File: src/rtl/spi_cmd_pkg.sv
package spi_cmd_pkg;
  localparam int          CRC_W    = 7;
  localparam int          CHK_W    = CRC_W + 1;  // marker + FCS
  localparam logic [6:0]  CRC_POLY = 7'h37;      // x^5+x^4+x^2+x+1 terms
  localparam logic [6:0]  CRC_INIT = 7'h7F;

  function automatic logic [CRC_W-1:0] crc7_step(input logic [CRC_W-1:0] c,
                                                  input logic d);
    logic fb;
    fb = c[CRC_W-1] ^ d;
    return {c[CRC_W-2:0], 1'b0} ^ (fb ? CRC_POLY : '0);
  endfunction
endpackage

File: src/rtl/spi_sync.sv
module spi_sync #(
  parameter int              W       = 1,
  parameter int              STAGES  = 2,
  parameter logic [W-1:0]    RST_VAL = '0
) (
  input  logic         clk,
  input  logic         rst_n,
  input  logic [W-1:0] d,
  output logic [W-1:0] q
);
  logic [W-1:0] stage [STAGES];

  always_ff @(posedge clk or negedge rst_n) begin
    if (!rst_n) begin
      for (int i = 0; i < STAGES; i++) stage[i] <= RST_VAL;
    end else begin
      stage[0] <= d;
      for (int i = 1; i < STAGES; i++) stage[i] <= stage[i-1];
    end
  end

  assign q = stage[STAGES-1];
endmodule

File: src/rtl/crc7_serial.sv
module crc7_serial
  import spi_cmd_pkg::*;
(
  input  logic             clk,
  input  logic             rst_n,
  input  logic             init,
  input  logic             en,
  input  logic             din,
  output logic [CRC_W-1:0] crc
);
  always_ff @(posedge clk or negedge rst_n) begin
    if (!rst_n)    crc <= CRC_INIT;
    else if (init) crc <= CRC_INIT;
    else if (en)   crc <= crc7_step(crc, din);
  end
endmodule

File: src/rtl/spi_frame_rx.sv
module spi_frame_rx
  import spi_cmd_pkg::*;
#(
  parameter int SHIFT_W = 24,
  parameter int CNT_W   = 8
) (
  input  logic               clk,
  input  logic               rst_n,
  input  logic               start,     // chip-select fell
  input  logic               bit_en,    // serial clock rose while selected
  input  logic               bit_in,
  input  logic [CNT_W-1:0]   crc_len,   // bits covered by the CRC
  output logic [CNT_W-1:0]   bit_cnt,
  output logic [SHIFT_W-1:0] shreg,
  output logic [CRC_W-1:0]   crc
);
  localparam logic [CNT_W-1:0] CNT_MAX = '1;

  logic crc_take;
  assign crc_take = bit_en && (bit_cnt < crc_len);

  always_ff @(posedge clk or negedge rst_n) begin
    if (!rst_n) begin
      bit_cnt <= '0;
      shreg   <= '0;
    end else if (start) begin
      bit_cnt <= '0;
      shreg   <= '0;
    end else if (bit_en) begin
      shreg <= {shreg[SHIFT_W-2:0], bit_in};
      if (bit_cnt != CNT_MAX) bit_cnt <= bit_cnt + 1'b1;
    end
  end

  crc7_serial u_crc (
    .clk  (clk),
    .rst_n(rst_n),
    .init (start),
    .en   (crc_take),
    .din  (bit_in),
    .crc  (crc)
  );
endmodule

File: src/rtl/spi_cmd_rx.sv
module spi_cmd_rx
  import spi_cmd_pkg::*;
#(
  parameter int DATA_W      = 16,
  parameter int NARROW_W    = 8,
  parameter int CNT_W       = 8,
  parameter int SYNC_STAGES = 2
) (
  input  logic              clk,
  input  logic              rst_n,
  input  logic              spi_sck,
  input  logic              spi_cs_n,
  input  logic              spi_mosi,
  input  logic              crc_en,
  input  logic              wide_mode,
  output logic [DATA_W-1:0] cmd_q,
  output logic              cmd_valid,
  output logic              crc_err_flag,
  output logic              crc_err_n,
  output logic              cnt_err_flag,
  output logic              fault_n
);
  localparam int SHIFT_W = DATA_W + CHK_W;

  // synchronised pins: {sck, cs_n, mosi}
  logic [2:0] pins_s;
  logic       sck_s, cs_s, mosi_s, sck_d, cs_d;

  spi_sync #(.W(3), .STAGES(SYNC_STAGES), .RST_VAL(3'b010)) u_sync (
    .clk  (clk),
    .rst_n(rst_n),
    .d    ({spi_sck, spi_cs_n, spi_mosi}),
    .q    (pins_s)
  );
  assign {sck_s, cs_s, mosi_s} = pins_s;

  always_ff @(posedge clk or negedge rst_n) begin
    if (!rst_n) begin
      sck_d <= 1'b0;
      cs_d  <= 1'b1;
    end else begin
      sck_d <= sck_s;
      cs_d  <= cs_s;
    end
  end

  logic frame_start, frame_end, bit_en;
  assign frame_start = cs_d & ~cs_s;
  assign frame_end   = ~cs_d & cs_s;
  assign bit_en      = sck_s & ~sck_d & ~cs_s;

  logic [CNT_W-1:0] data_len, frame_len, crc_len;
  assign data_len  = wide_mode ? CNT_W'(DATA_W) : CNT_W'(NARROW_W);
  assign frame_len = data_len + (crc_en ? CNT_W'(CHK_W) : '0);
  assign crc_len   = data_len + CNT_W'(1);

  logic [CNT_W-1:0]   bit_cnt;
  logic [SHIFT_W-1:0] shreg;
  logic [CRC_W-1:0]   crc_calc;

  spi_frame_rx #(.SHIFT_W(SHIFT_W), .CNT_W(CNT_W)) u_frame (
    .clk    (clk),
    .rst_n  (rst_n),
    .start  (frame_start),
    .bit_en (bit_en),
    .bit_in (mosi_s),
    .crc_len(crc_len),
    .bit_cnt(bit_cnt),
    .shreg  (shreg),
    .crc    (crc_calc)
  );

  // frame judgement
  logic              cnt_bad, len_ok, chk_bad, commit;
  logic [DATA_W-1:0] data_word, cmd_next;

  assign cnt_bad   = bit_cnt[2:0] != 3'd0;
  assign len_ok    = bit_cnt == frame_len;
  assign chk_bad   = crc_en && ((crc_calc != shreg[CRC_W-1:0]) || !shreg[CRC_W]);
  assign commit    = frame_end && !cnt_bad && len_ok && !chk_bad;
  assign data_word = crc_en ? shreg[CHK_W +: DATA_W] : shreg[DATA_W-1:0];
  assign cmd_next  = wide_mode ? data_word
                               : {cmd_q[DATA_W-1:NARROW_W], data_word[NARROW_W-1:0]};

  always_ff @(posedge clk or negedge rst_n) begin
    if (!rst_n) begin
      cmd_q        <= '0;
      cmd_valid    <= 1'b0;
      crc_err_flag <= 1'b0;
      cnt_err_flag <= 1'b0;
    end else begin
      cmd_valid <= commit;
      if (commit) cmd_q <= cmd_next;
      if (frame_end) begin
        cnt_err_flag <= cnt_bad;
        crc_err_flag <= !cnt_bad && len_ok && chk_bad;
      end
    end
  end

  assign crc_err_n = ~crc_err_flag;
  assign fault_n   = ~cnt_err_flag;
endmodule

File: config.mk
export PLATFORM = sky130hd
export DESIGN_NAME = spi_cmd_rx
export DESIGN_NICKNAME = d
export VERILOG_FILES = /design/src/rtl/spi_cmd_pkg.sv /design/src/rtl/spi_sync.sv /design/src/rtl/crc7_serial.sv /design/src/rtl/spi_frame_rx.sv /design/src/rtl/spi_cmd_rx.sv
export SDC_FILE = /design/constraint.sdc
export NUM_CORES = 1
export LEC_CHECK = 0
export BUFFER_PORTS_ARGS = -buffer_cell sky130_fd_sc_hd__buf_4
export CORE_ASPECT_RATIO = 0.75
export CORE_MARGIN = 2
export CORE_UTILIZATION = 55
export CTS_CLUSTER_SIZE = 12
export DETAILED_ROUTE_END_ITERATION = 10
export PLACE_DENSITY_LB_ADDON = 0.3
export SYNTH_ARGS = -nofsm -noshare
export SYNTH_HDL_FRONTEND = slang
export SYNTH_SLANG_ARGS = --single-unit
export TNS_END_PERCENT = 50
File: constraint.sdc
create_clock -name clk -period 3.5 [get_ports clk]
set_input_delay 0.35 -clock clk [delete_from_list [all_inputs] [get_ports clk]]
set_output_delay 0.35 -clock clk [all_outputs]
set_load 0.005 [all_outputs]
==> results of run 1 <==
-- power by group through the flow --
stage / logic (mW) / clock network [mW] / registers [mW]
after floorplan: 0.116 / 0 / 0.838
after global placement: 0.166 / 0 / 0.846
after detailed placement: 0.172 / 0 / 0.846
after CTS: 0.172 / 0.557 / 0.832
after global routing: 0.193 / 0.595 / 0.837
final: 0.168 / 0.540 / 0.832
-- placed cells by master (no fill, tap or decap), types with 3 or more instances in the layout --
| cell type | synthesis | layout |
|---|---|---|
| inv_1 | 9 | 9 |
| clkinv_2 | 0 | 3 |
| dfrtp_1 | 56 | 56 |
| nand3_1 | 6 | 6 |
| mux2_2 | 32 | 32 |
| nand4_1 | 3 | 3 |
| nor2_1 | 16 | 16 |
| mux2i_1 | 12 | 12 |
| xnor2_1 | 15 | 15 |
| nand2b_1 | 3 | 3 |
| buf_4 | 0 | 28 |
| and3_1 | 3 | 3 |
| a21oi_1 | 4 | 4 |
| o211ai_1 | 5 | 5 |
| xor2_1 | 5 | 5 |
| o21ai_0 | 5 | 5 |
| ha_1 | 7 | 7 |
| nand2_1 | 17 | 17 |
| dfstp_2 | 10 | 10 |
| a22o_1 | 15 | 15 |
| clkinvlp_4 | 0 | 3 |
| clkbuf_8 | 0 | 9 |
-- worst max path at each step --
stage               slack, ps  cells past startpoint         to
finish                   1270                      6  cmd_q[10]
CTS                      1250                      6  cmd_q[10]
floorplan                 960                      8  cmd_q[10]
detailed placement       1160                      7  cmd_q[14]
global route             1110                      6  cmd_q[15]
global placement         1220                      7  cmd_q[11]
-- state kept, by name, summed over array words and instances (netlist names) --
register           flops
cmd_q                 16
cmd_valid              1
cnt_err_flag           1
crc_err_flag           1
cs_d                   1
sck_d                  1
u_frame.bit_cnt        8
u_frame.shreg         24
u_frame.u_crc.crc      7
u_sync.q               3
u_sync.stage           3
-- worst max-delay path: stages (launching register included) --
cell,delay (ps)
dfrtp_1,420
inv_1,110
ha_1,170
or4b_4,480
nor4_4,240
nand4_2,330
mux2_2,380
-- routing by layer --
| metal | up-vias | GRT usage [%] | part of all wire [%] |
|---|---|---|---|
| li1 | 914 | - | - |
| met1 | 958 | 31.1 | 51 |
| met2 | 34 | 32.3 | 44 |
| met3 | 4 | 8.20 | 4.4 |
| met4 | 0 | 6.16 | 0.79 |
| met5 | - | 0 | 0 |
-- final cells by class --
type / instances / area (µm²)
Clock buffer: 9 / 124
Clock inverter: 7 / 46.3
Multi-Input combinational cell: 159 / 1270
Timing Repair Buffer: 28 / 210
Sequential cell: 66 / 1660
Fill cell: 438 / 1850
Inverter: 9 / 33.8
Tap cell: 75 / 93.8
-- kinds of logic (layout without fill, tap and decap cells) --
family | after synthesis | after routing | synth area share [%]
XOR/XNOR | 20 | 20 | 5.84
adder cells (fa/ha/maj) | 7 | 7 | 2.92
flip-flops | 66 | 66 | 55.4
multiplexers | 44 | 44 | 16.0
buffers and inverters | 17 | 53 | 2.17
AND/OR/NAND/NOR | 58 | 58 | 10.3
AO/OA/AOI/OAI | 30 | 30 | 7.38
-- cells in the mapped netlist, drive strengths merged --
| master | instances |
|---|---|
| and3 | 3 |
| nor3 | 1 |
| or4b | 1 |
| a22o | 15 |
| o21ai | 5 |
| o211ai | 5 |
| nand2 | 17 |
| nor2 | 17 |
| clkbuf | 7 |
| dfstp | 10 |
| mux2 | 32 |
| buf | 1 |
| mux2i | 12 |
| a21o | 1 |
| nand2b | 3 |
| nor4b | 1 |
| a21oi | 4 |
| nand3 | 7 |
| xor2 | 5 |
| xnor2 | 15 |
| ha | 7 |
| or3 | 1 |
| nor3b | 1 |
| nor4 | 2 |
| nand4 | 4 |
| dfrtp | 56 |
| inv | 9 |
==> run_results.csv, run 1 <==
group,metric,value,unit
clock_tree,cts_hold_buf,0,
place,place_area,0.00327,mm²
status,status,"finished clean",
cells_and_area,antennaDiodeCount,0,
flow_run,maxCapViolCount,0,
synthesis,ys_types,31,
sta,fin_ws,1270,ps
sta,setup_viol,0,
critical_path,worstReg2RegEnd,"cmd_q[10]",
pwr,irDropWorstVdd,326,µV
global_routing,grt_use_total,22.1,%
floorplan,start_util,56.7,%
synthesis,syn-cell-area,0.00300,mm²
global_routing,overflow,0,
pwr,switching_power,409,µW
sta,tightest_slew,1090,ps
sta,rsz0062_at_grt,"no",
critical_path,arrival,2460,ps
clock_tree,clkSlewWorstSetupHoldPaths,70,ps
floorplan,die_w,89.3,µm
clock_tree,numCtsBuffers,9,
pwr,swShare,26.6,%
critical_path,rr_startpoint,"u_frame.bit_cnt[0]",
sta,max_freq,448,MHz
pwr,p_seq_share,54.0,%
clock_tree,cts.repair.resized,0,
pwr,p_leak,1.69,nW
synthesis,postSynthCellCount,242,
critical_path,startpoint,"u_frame.bit_cnt[0]",
cells_and_area,finalNetCount,287,
pwr,power.total,1.54,mW
floorplan,io_pins,28,
synthesis,synth_top_area_share,46.7,%
critical_path,required,3720,ps
clock_tree,cts_buffer_depth,2,
synthesis,ys_warn_count,0,
synthesis,ys_seq_area_share,55.4,%
place,gp_congestion,0.770,
global_routing,grt_max_degree,67,
clock_tree,clk_latency,340,ps
sta,setup_tns,0,ps
cells_and_area,stdcell_count,353,
drt,antenna_left,0,
cells_and_area,area_growth_syn_to_layout,14.8,%
clock_tree,h-tree-depth,3,
pwr,p_comb_share,10.9,%
global_routing,grt_pass1_vias,1945,
cells_and_area,drive_above_1_share,32.7,%
critical_path,r2r_slack,1270,ps
place,post-place-ws,1160,ps
drt,drt-wirelength-per-cell,15.8,µm
sta,drv_slew,0,
critical_path,crit_fanout,8,
sta,hold_slack,89.0,ps
sta,finClkSkew,8.95,ps
floorplan,std_cell_rows,23,
synthesis,yosys.area.top_type,"dfrtp_1",
cells_and_area,post-route-util,65.1,%
drt,wirelength,5570,µm
global_routing,antenna_found_initial,0,
critical_path,reg2reg_depth,6,
synthesis,synth.area.top_cells,"dfrtp_1 47%, mux2_2 12%, dfstp_2 8.8%",
cells_and_area,finalInstanceArea,0.00344,mm²
drt,via_count,1910,
synthesis,synth_area_per_cell,12.4,µm²
place,dp_cells,337,
critical_path,setup.worst_path.end_class,"flop",
sta,min_period_over_period,63.8,%
clock_tree,post_cts.repair.setup_buffers,0,
pwr,cell_internal_pwr,1.13,mW
synthesis,ys_seq_elements,66,
floorplan,die_y,68.0,µm
place,hpwl,3860,µm
critical_path,path_class,"flop to flop",
drt,drt_iter0_drc,99,
critical_path,startpoint_type,"flop",
place,io_buffers,27,
floorplan,core-area,0.00530,mm²
floorplan,dieArea,0.00607,mm²
pwr,power_per_cell_area,447,mW/mm²
pwr,clockPowerShare,35.1,%
drt,viasPerCell,5.41,
clock_tree,cts_tree,"built",
sta,relSlewSlack,26.8,%
worst_hold_path,worstHoldPathType,"input port to asynchronous set/reset pin",
sta,finalCriticalPeriod,2230,ps
clock_tree,cts_sinks,66,
clock_tree,root_buffer,"clkbuf_8",
drt,drtPass1Iterations,4,
drt,drc,0,
sta,finalHoldViolations,0,
synthesis,syn_nets,256,
global_routing,grt_pass1_wl,9770,µm
Note: power is estimated with default switching activity, not from simulation.
==> run 2: changes to the inputs <==
Clock period 3.5 ns to 2.13 ns, I/O delays scaled along.
==> run 2 against run 1 <==
Design area rose by 6.4%. Worst setup slack got worse by 1200 ps. Register-to-register slack worse by 1200 ps. Sequential cell count did not move. Critical path depth unchanged. Final cell count rose by 5.4%. Combinational power up 120%. Fmax rose by 8.8%. Wire length grew 4.9%. Non-clock buffer count rose by 19. Clock power rose by 98%.
==> run_results.csv, run 2 (synthesis gave the netlist of run 1 again) <==
group,metric,value,unit
status,status,"finished clean",
drt,drtPass1Iterations,4,
global_routing,antenna_found_initial,0,
pwr,irDropWorstVdd,383,µV
place,io_buffers,27,
clock_tree,numCtsBuffers,9,
cells_and_area,finalNetCount,306,
global_routing,grt_max_degree,67,
sta,fin_ws,76.8,ps
sta,tightest_slew,804,ps
critical_path,setup.worst_path.end_class,"flop",
global_routing,grt_use_total,22.9,%
place,gp_congestion,0.832,
drt,via_count,1996,
clock_tree,h-tree-depth,3,
place,dp_cells,351,
global_routing,grt_pass1_wl,9980,µm
place,place_area,0.00338,mm²
cells_and_area,top_register,"u_frame.shreg",
sta,setup_viol,0,
critical_path,crit_fanout,8,
sta,drv_slew,0,
drt,drt-wirelength-per-cell,15.7,µm
floorplan,die_w,89.3,µm
critical_path,r2r_slack,80,ps
place,hpwl,4070,µm
flow_run,maxCapViolCount,0,
critical_path,startpoint_type,"flop",
critical_path,arrival,2280,ps
worst_hold_path,worstHoldStart,"wide_mode",
drt,antenna_left,0,
floorplan,start_util,56.7,%
floorplan,dieArea,0.00607,mm²
cells_and_area,drive_above_1_share,36.4,%
cells_and_area,largest_register_ffs,24,
cells_and_area,final_cell_mix,"56 x dfrtp_1, 43 x buf_4, 31 x mux2_2",
clock_tree,root_buffer,"clkbuf_8",
clock_tree,cts_buffer_depth,2,
sta,min_period_over_period,96.4,%
pwr,power.total,2.79,mW
cells_and_area,reg_top3,"u_frame.shreg (24), cmd_q (16), u_frame.bit_cnt (8)",
sta,relSlewSlack,46.4,%
drt,drt_iter0_drc,116,
pwr,power_per_cell_area,762,mW/mm²
sta,max_freq,487,MHz
floorplan,io_pins,28,
pwr,p_leak,1.79,nW
place,post-place-ws,27.0,ps
sta,rsz0062_at_grt,"yes",
global_routing,overflow,0,
drt,viasPerCell,5.37,
critical_path,rr_startpoint,"u_frame.bit_cnt[0]",
cells_and_area,antennaDiodeCount,0,
floorplan,core-area,0.00530,mm²
cells_and_area,finalInstanceArea,0.00366,mm²
global_routing,grt_pass1_vias,1971,
sta,finalCriticalPeriod,2050,ps
clock_tree,cts_sinks,66,
sta,hold_slack,326,ps
clock_tree,clkSlewWorstSetupHoldPaths,70,ps
floorplan,die_y,68.0,µm
critical_path,reg2reg_depth,6,
critical_path,path_class,"flop to flop",
worst_hold_path,worstHoldPathType,"input port to flop",
drt,drc,0,
worst_hold_path,min_path_cells,3,
drt,wirelength,5840,µm
sta,finClkSkew,8.37,ps
cells_and_area,post-route-util,69.2,%
floorplan,std_cell_rows,23,
cells_and_area,layout_commonest_cell,"dfrtp_1",
clock_tree,clk_latency,340,ps
critical_path,required,2360,ps
cells_and_area,stdcell_count,372,
critical_path,worstReg2RegEnd,"cmd_q[8]",
cells_and_area,area_growth_syn_to_layout,22.1,%
sta,finalHoldViolations,0,
clock_tree,cts_tree,"built",
worst_hold_path,min_to,"cmd_q[12]",
sta,setup_tns,0,ps
-- run 2: cell type report --
type,instances,area [µm²]
multi-input combinational,159,1310
tap,75,93.8
clock inverter,4,50.0
timing repair buffer,47,363
sequential,66,1660
clock buffer,12,155
fill,425,1630
inverter,9,33.8
-- run 2: how the worst max path moves through the flow --
stage               slack [ps]         to  cells past startpoint          startpoint
floorplan                  -30  cmd_q[10]                      8              crc_en
global placement            70  cmd_q[10]                      6  u_frame.bit_cnt[0]
detailed placement          30  cmd_q[13]                      6  u_frame.bit_cnt[0]
CTS                         20  cmd_q[11]                      6  u_frame.bit_cnt[0]
global route               -30   cmd_q[8]                      6  u_frame.bit_cnt[0]
finish                      80   cmd_q[8]                      6  u_frame.bit_cnt[0]
-- run 2: power by group --
part	leakage (nW)	internal, mW	switching, mW	total (mW)
clock network	0.0986	0.603	0.470	1.07
logic	0.822	0.176	0.188	0.364
registers	0.869	1.32	0.0392	1.36
total	1.79	2.10	0.697	2.79
-- run 2: routing by layer --
metal	up-vias	global-route usage (%)	wire length, µm	part of all wire, %
met2	45	30.8	2520	43
met5	-	0	0	0
met3	10	7.24	312	5.3
met4	0	8.58	90	1.5
li1	953	-	-	-
met1	988	34.4	2920	50
-- run 2: timing repair --
action                                  4_1_cts  5_1_grt
setup buffers                                 0        1
hold buffers                                  4        0
endpoints found under the hold margin        59        0
endpoints found under the setup margin        0       16
resized for setup                             0        7
-- run 2: worst max-delay path, cell delays in order (launching register included) --
cell,delay [ps]
dfrtp_1,390
inv_2,80
ha_4,130
or4b_4,460
nor4_4,310
nand4_4,230
mux2_4,340
==> run 3: changes to the inputs <==
Settings changed: BUFFER_PORTS_ARGS -buffer_cell sky130_fd_sc_hd__buf_4 to -buffer_cell sky130_fd_sc_hd__clkbuf_2, CELL_PAD_IN_SITES_DETAIL_PLACEMENT set to 0, CELL_PAD_IN_SITES_GLOBAL_PLACEMENT set to 1, CORE_UTILIZATION 55 to 48, PLACE_DENSITY_LB_ADDON 0.3 to 0.1.
==> run 3 against run 2 <==
Worst setup slack got worse by 18 ps. Wire length rose by 3.9%. Total power barely moved. Largest power group unchanged. Critical path depth rose by 1. Clock-buffer cell count fell by 2. Hold slack improved by 31 ps. Die area rose by 14%. Clock skew barely moved. Final cell count rose by 3.0%.
==> run_results.csv, run 3 (synthesis gave the netlist of run 1 again) <==
group,metric,value,unit
status,status,"finished clean",
critical_path,rr_startpoint,"u_frame.bit_cnt[0]",
clock_tree,numCtsBuffers,9,
drt,viasPerCell,5.20,
sta,finalHoldViolations,0,
drt,drc,0,
sta,rsz0062_at_grt,"yes",
sta,tightest_slew,567,ps
drt,antenna_left,0,
sta,finalCriticalPeriod,2070,ps
critical_path,arrival,2290,ps
drt,wirelength,6070,µm
sta,relSlewSlack,62.1,%
clock_tree,cts_tree,"built",
critical_path,slowest_delay,470,ps
drt,drt-wirelength-per-cell,15.8,µm
clock_tree,cts_sinks,66,
cells_and_area,top_register,"u_frame.shreg",
floorplan,std_cell_rows,24,
cells_and_area,drive_above_1_share,38.4,%
critical_path,path_cells,"inv_2 > ha_4 > or4b_4 > nor4_4 > buf_4 > nand4_4 > mux2_4",
critical_path,worstReg2RegEnd,"cmd_q[13]",
cells_and_area,nFillCells,486,
cells_and_area,antennaDiodeCount,0,
critical_path,cp_top_family,"simple AND/OR/NAND/NOR gates",
floorplan,dieArea,0.00691,mm²
critical_path,r2r_slack,60,ps
floorplan,die_y,72.5,µm
flow_run,maxCapViolCount,0,
sta,max_freq,483,MHz
sta,hold_slack,358,ps
cells_and_area,post-route-util,61.9,%
cells_and_area,largest_register_ffs,24,
cells_and_area,layout_commonest_cell,"dfrtp_1",
worst_hold_path,worstHoldStart,"u_sync.stage[3]",
pwr,irDropWorstVdd,340,µV
cells_and_area,finalNetCount,314,
global_routing,antenna_found_initial,0,
clock_tree,cts_buffer_depth,2,
clock_tree,clk_latency,340,ps
critical_path,path_class,"flop to flop",
critical_path,setup.worst_path.end_class,"flop",
drt,via_count,1990,
critical_path,reg2reg_depth,7,
drt,drt_iter0_drc,94,
worst_hold_path,worstHoldPathType,"flop to flop",
pwr,p_leak,1.81,nW
global_routing,grt_pass1_wl,10500,µm
cells_and_area,final_cell_mix,"56 x dfrtp_1, 31 x mux2_2, 27 x clkbuf_2",
worst_hold_path,min_path_cells,0,
pwr,power_per_cell_area,763,mW/mm²
cells_and_area,stdcell_count,383,
clock_tree,h-tree-depth,3,
floorplan,core-area,0.00592,mm²
cells_and_area,area_growth_syn_to_layout,21.9,%
clock_tree,clkSlewWorstSetupHoldPaths,70,ps
sta,setup_viol,0,
worst_hold_path,min_to,"u_sync.q[0]",
global_routing,grt_max_degree,44,
critical_path,required,2350,ps
critical_path,worst-path-buf-inv,2,
floorplan,io_pins,28,
sta,min_period_over_period,97.2,%
floorplan,die_w,95.3,µm
drt,drtPass1Iterations,4,
critical_path,startpoint_type,"flop",
cells_and_area,reg_top3,"u_frame.shreg (24), cmd_q (16), u_frame.bit_cnt (8)",
global_routing,grt_pass1_vias,2062,
global_routing,overflow,0,
sta,finClkSkew,8.10,ps
cells_and_area,final-seq-area,0.00166,mm²
place,io_buffers,27,
global_routing,grt_use_total,20.6,%
critical_path,crit_fanout,8,
place,hpwl,4340,µm
sta,setup_tns,0,ps
place,gp_congestion,0.828,
sta,drv_slew,0,
place,dp_cells,360,
floorplan,start_util,50.7,%
clock_tree,root_buffer,"clkbuf_8",
critical_path,critPathSlowestCell,"or4b_4",
cells_and_area,multiInputGateArea,0.00131,mm²
## run 3: cell types whose count changed in the layout (fill, tap and decap cells not counted), sizes merged
| cell | previous run | this run |
|---|---|---|
| buf | 43 | 24 |
| clkinvlp | 2 | 3 |
| clkinv | 1 | 2 |
| clkbuf | 12 | 37 |
## run 3: worst register-to-register path: cells and delay by family, from the launching register on
family / cells / cell delay, ps
DFF: 1 / 390
adders and majority gates: 1 / 130
muxes: 1 / 350
buffers and inverters: 2 / 260
and+or+nand+nor: 3 / 830
## run 3: where the power goes
group          switching [mW]  internal (mW)  leakage, nW
Clock                   0.487          0.571       0.0945
Sequential             0.0433           1.32        0.869
Combinational           0.192          0.184        0.845
## run 3: worst max-delay path by stage
stage	from	to	slack, ps	depth (start not counted)
2_1_floorplan	crc_en	cmd_q[10]	-30	8
3_3_place_gp	u_frame.bit_cnt[0]	cmd_q[9]	50	6
3_5_place_dp	u_frame.bit_cnt[0]	cmd_q[12]	3	6
4_1_cts	u_frame.bit_cnt[0]	cmd_q[13]	-30	6
5_1_grt	u_frame.bit_cnt[0]	cmd_q[13]	-30	7
6_report	u_frame.bit_cnt[0]	cmd_q[13]	60	7
## run 3: layer usage
| layer | part of all wire (%) | GRT usage (%) | vias up | wire (µm) |
|---|---|---|---|---|
| met5 | 0 | 0 | - | 0 |
| met4 | 1.2 | 6.92 | 0 | 75 |
| li1 | - | - | 968 | - |
| met2 | 40 | 28.0 | 35 | 2430 |
| met1 | 55 | 31.5 | 978 | 3340 |
| met3 | 3.7 | 6.02 | 9 | 224 |
## run 3: repair_timing
action	4_1_cts	5_1_grt
resized for setup	0	7
pin swaps	0	2
endpoints found under the hold margin	59	0
gates cloned	0	0
hold buffers	4	0
setup buffers	0	3
setup endpoints to repair	8	16
## run 3: per-stage QoR
| stage | power (mW) | setup WS (ps) | instance area, µm² |
|---|---|---|---|
| CTS | 2.80 | -26.8 | 3600 |
| global placement | 1.71 | 49.2 | 3360 |
| global route | 2.94 | -25.3 | 3660 |
| detailed placement | 1.72 | 2.50 | 3360 |
| floorplan | 1.57 | -28.7 | 3000 |
| finish | 2.79 | 59.1 | 3660 |
## run 3: final cells by class
class / instances / share of cell area (%)
Clock buffer: 10 / 3.76
Multi-Input combinational cell: 159 / 35.7
Inverter: 9 / 0.923
Tap cell: 78 / 2.67
Timing Repair Buffer: 55 / 9.71
Sequential cell: 66 / 45.5
Clock inverter: 6 / 1.81
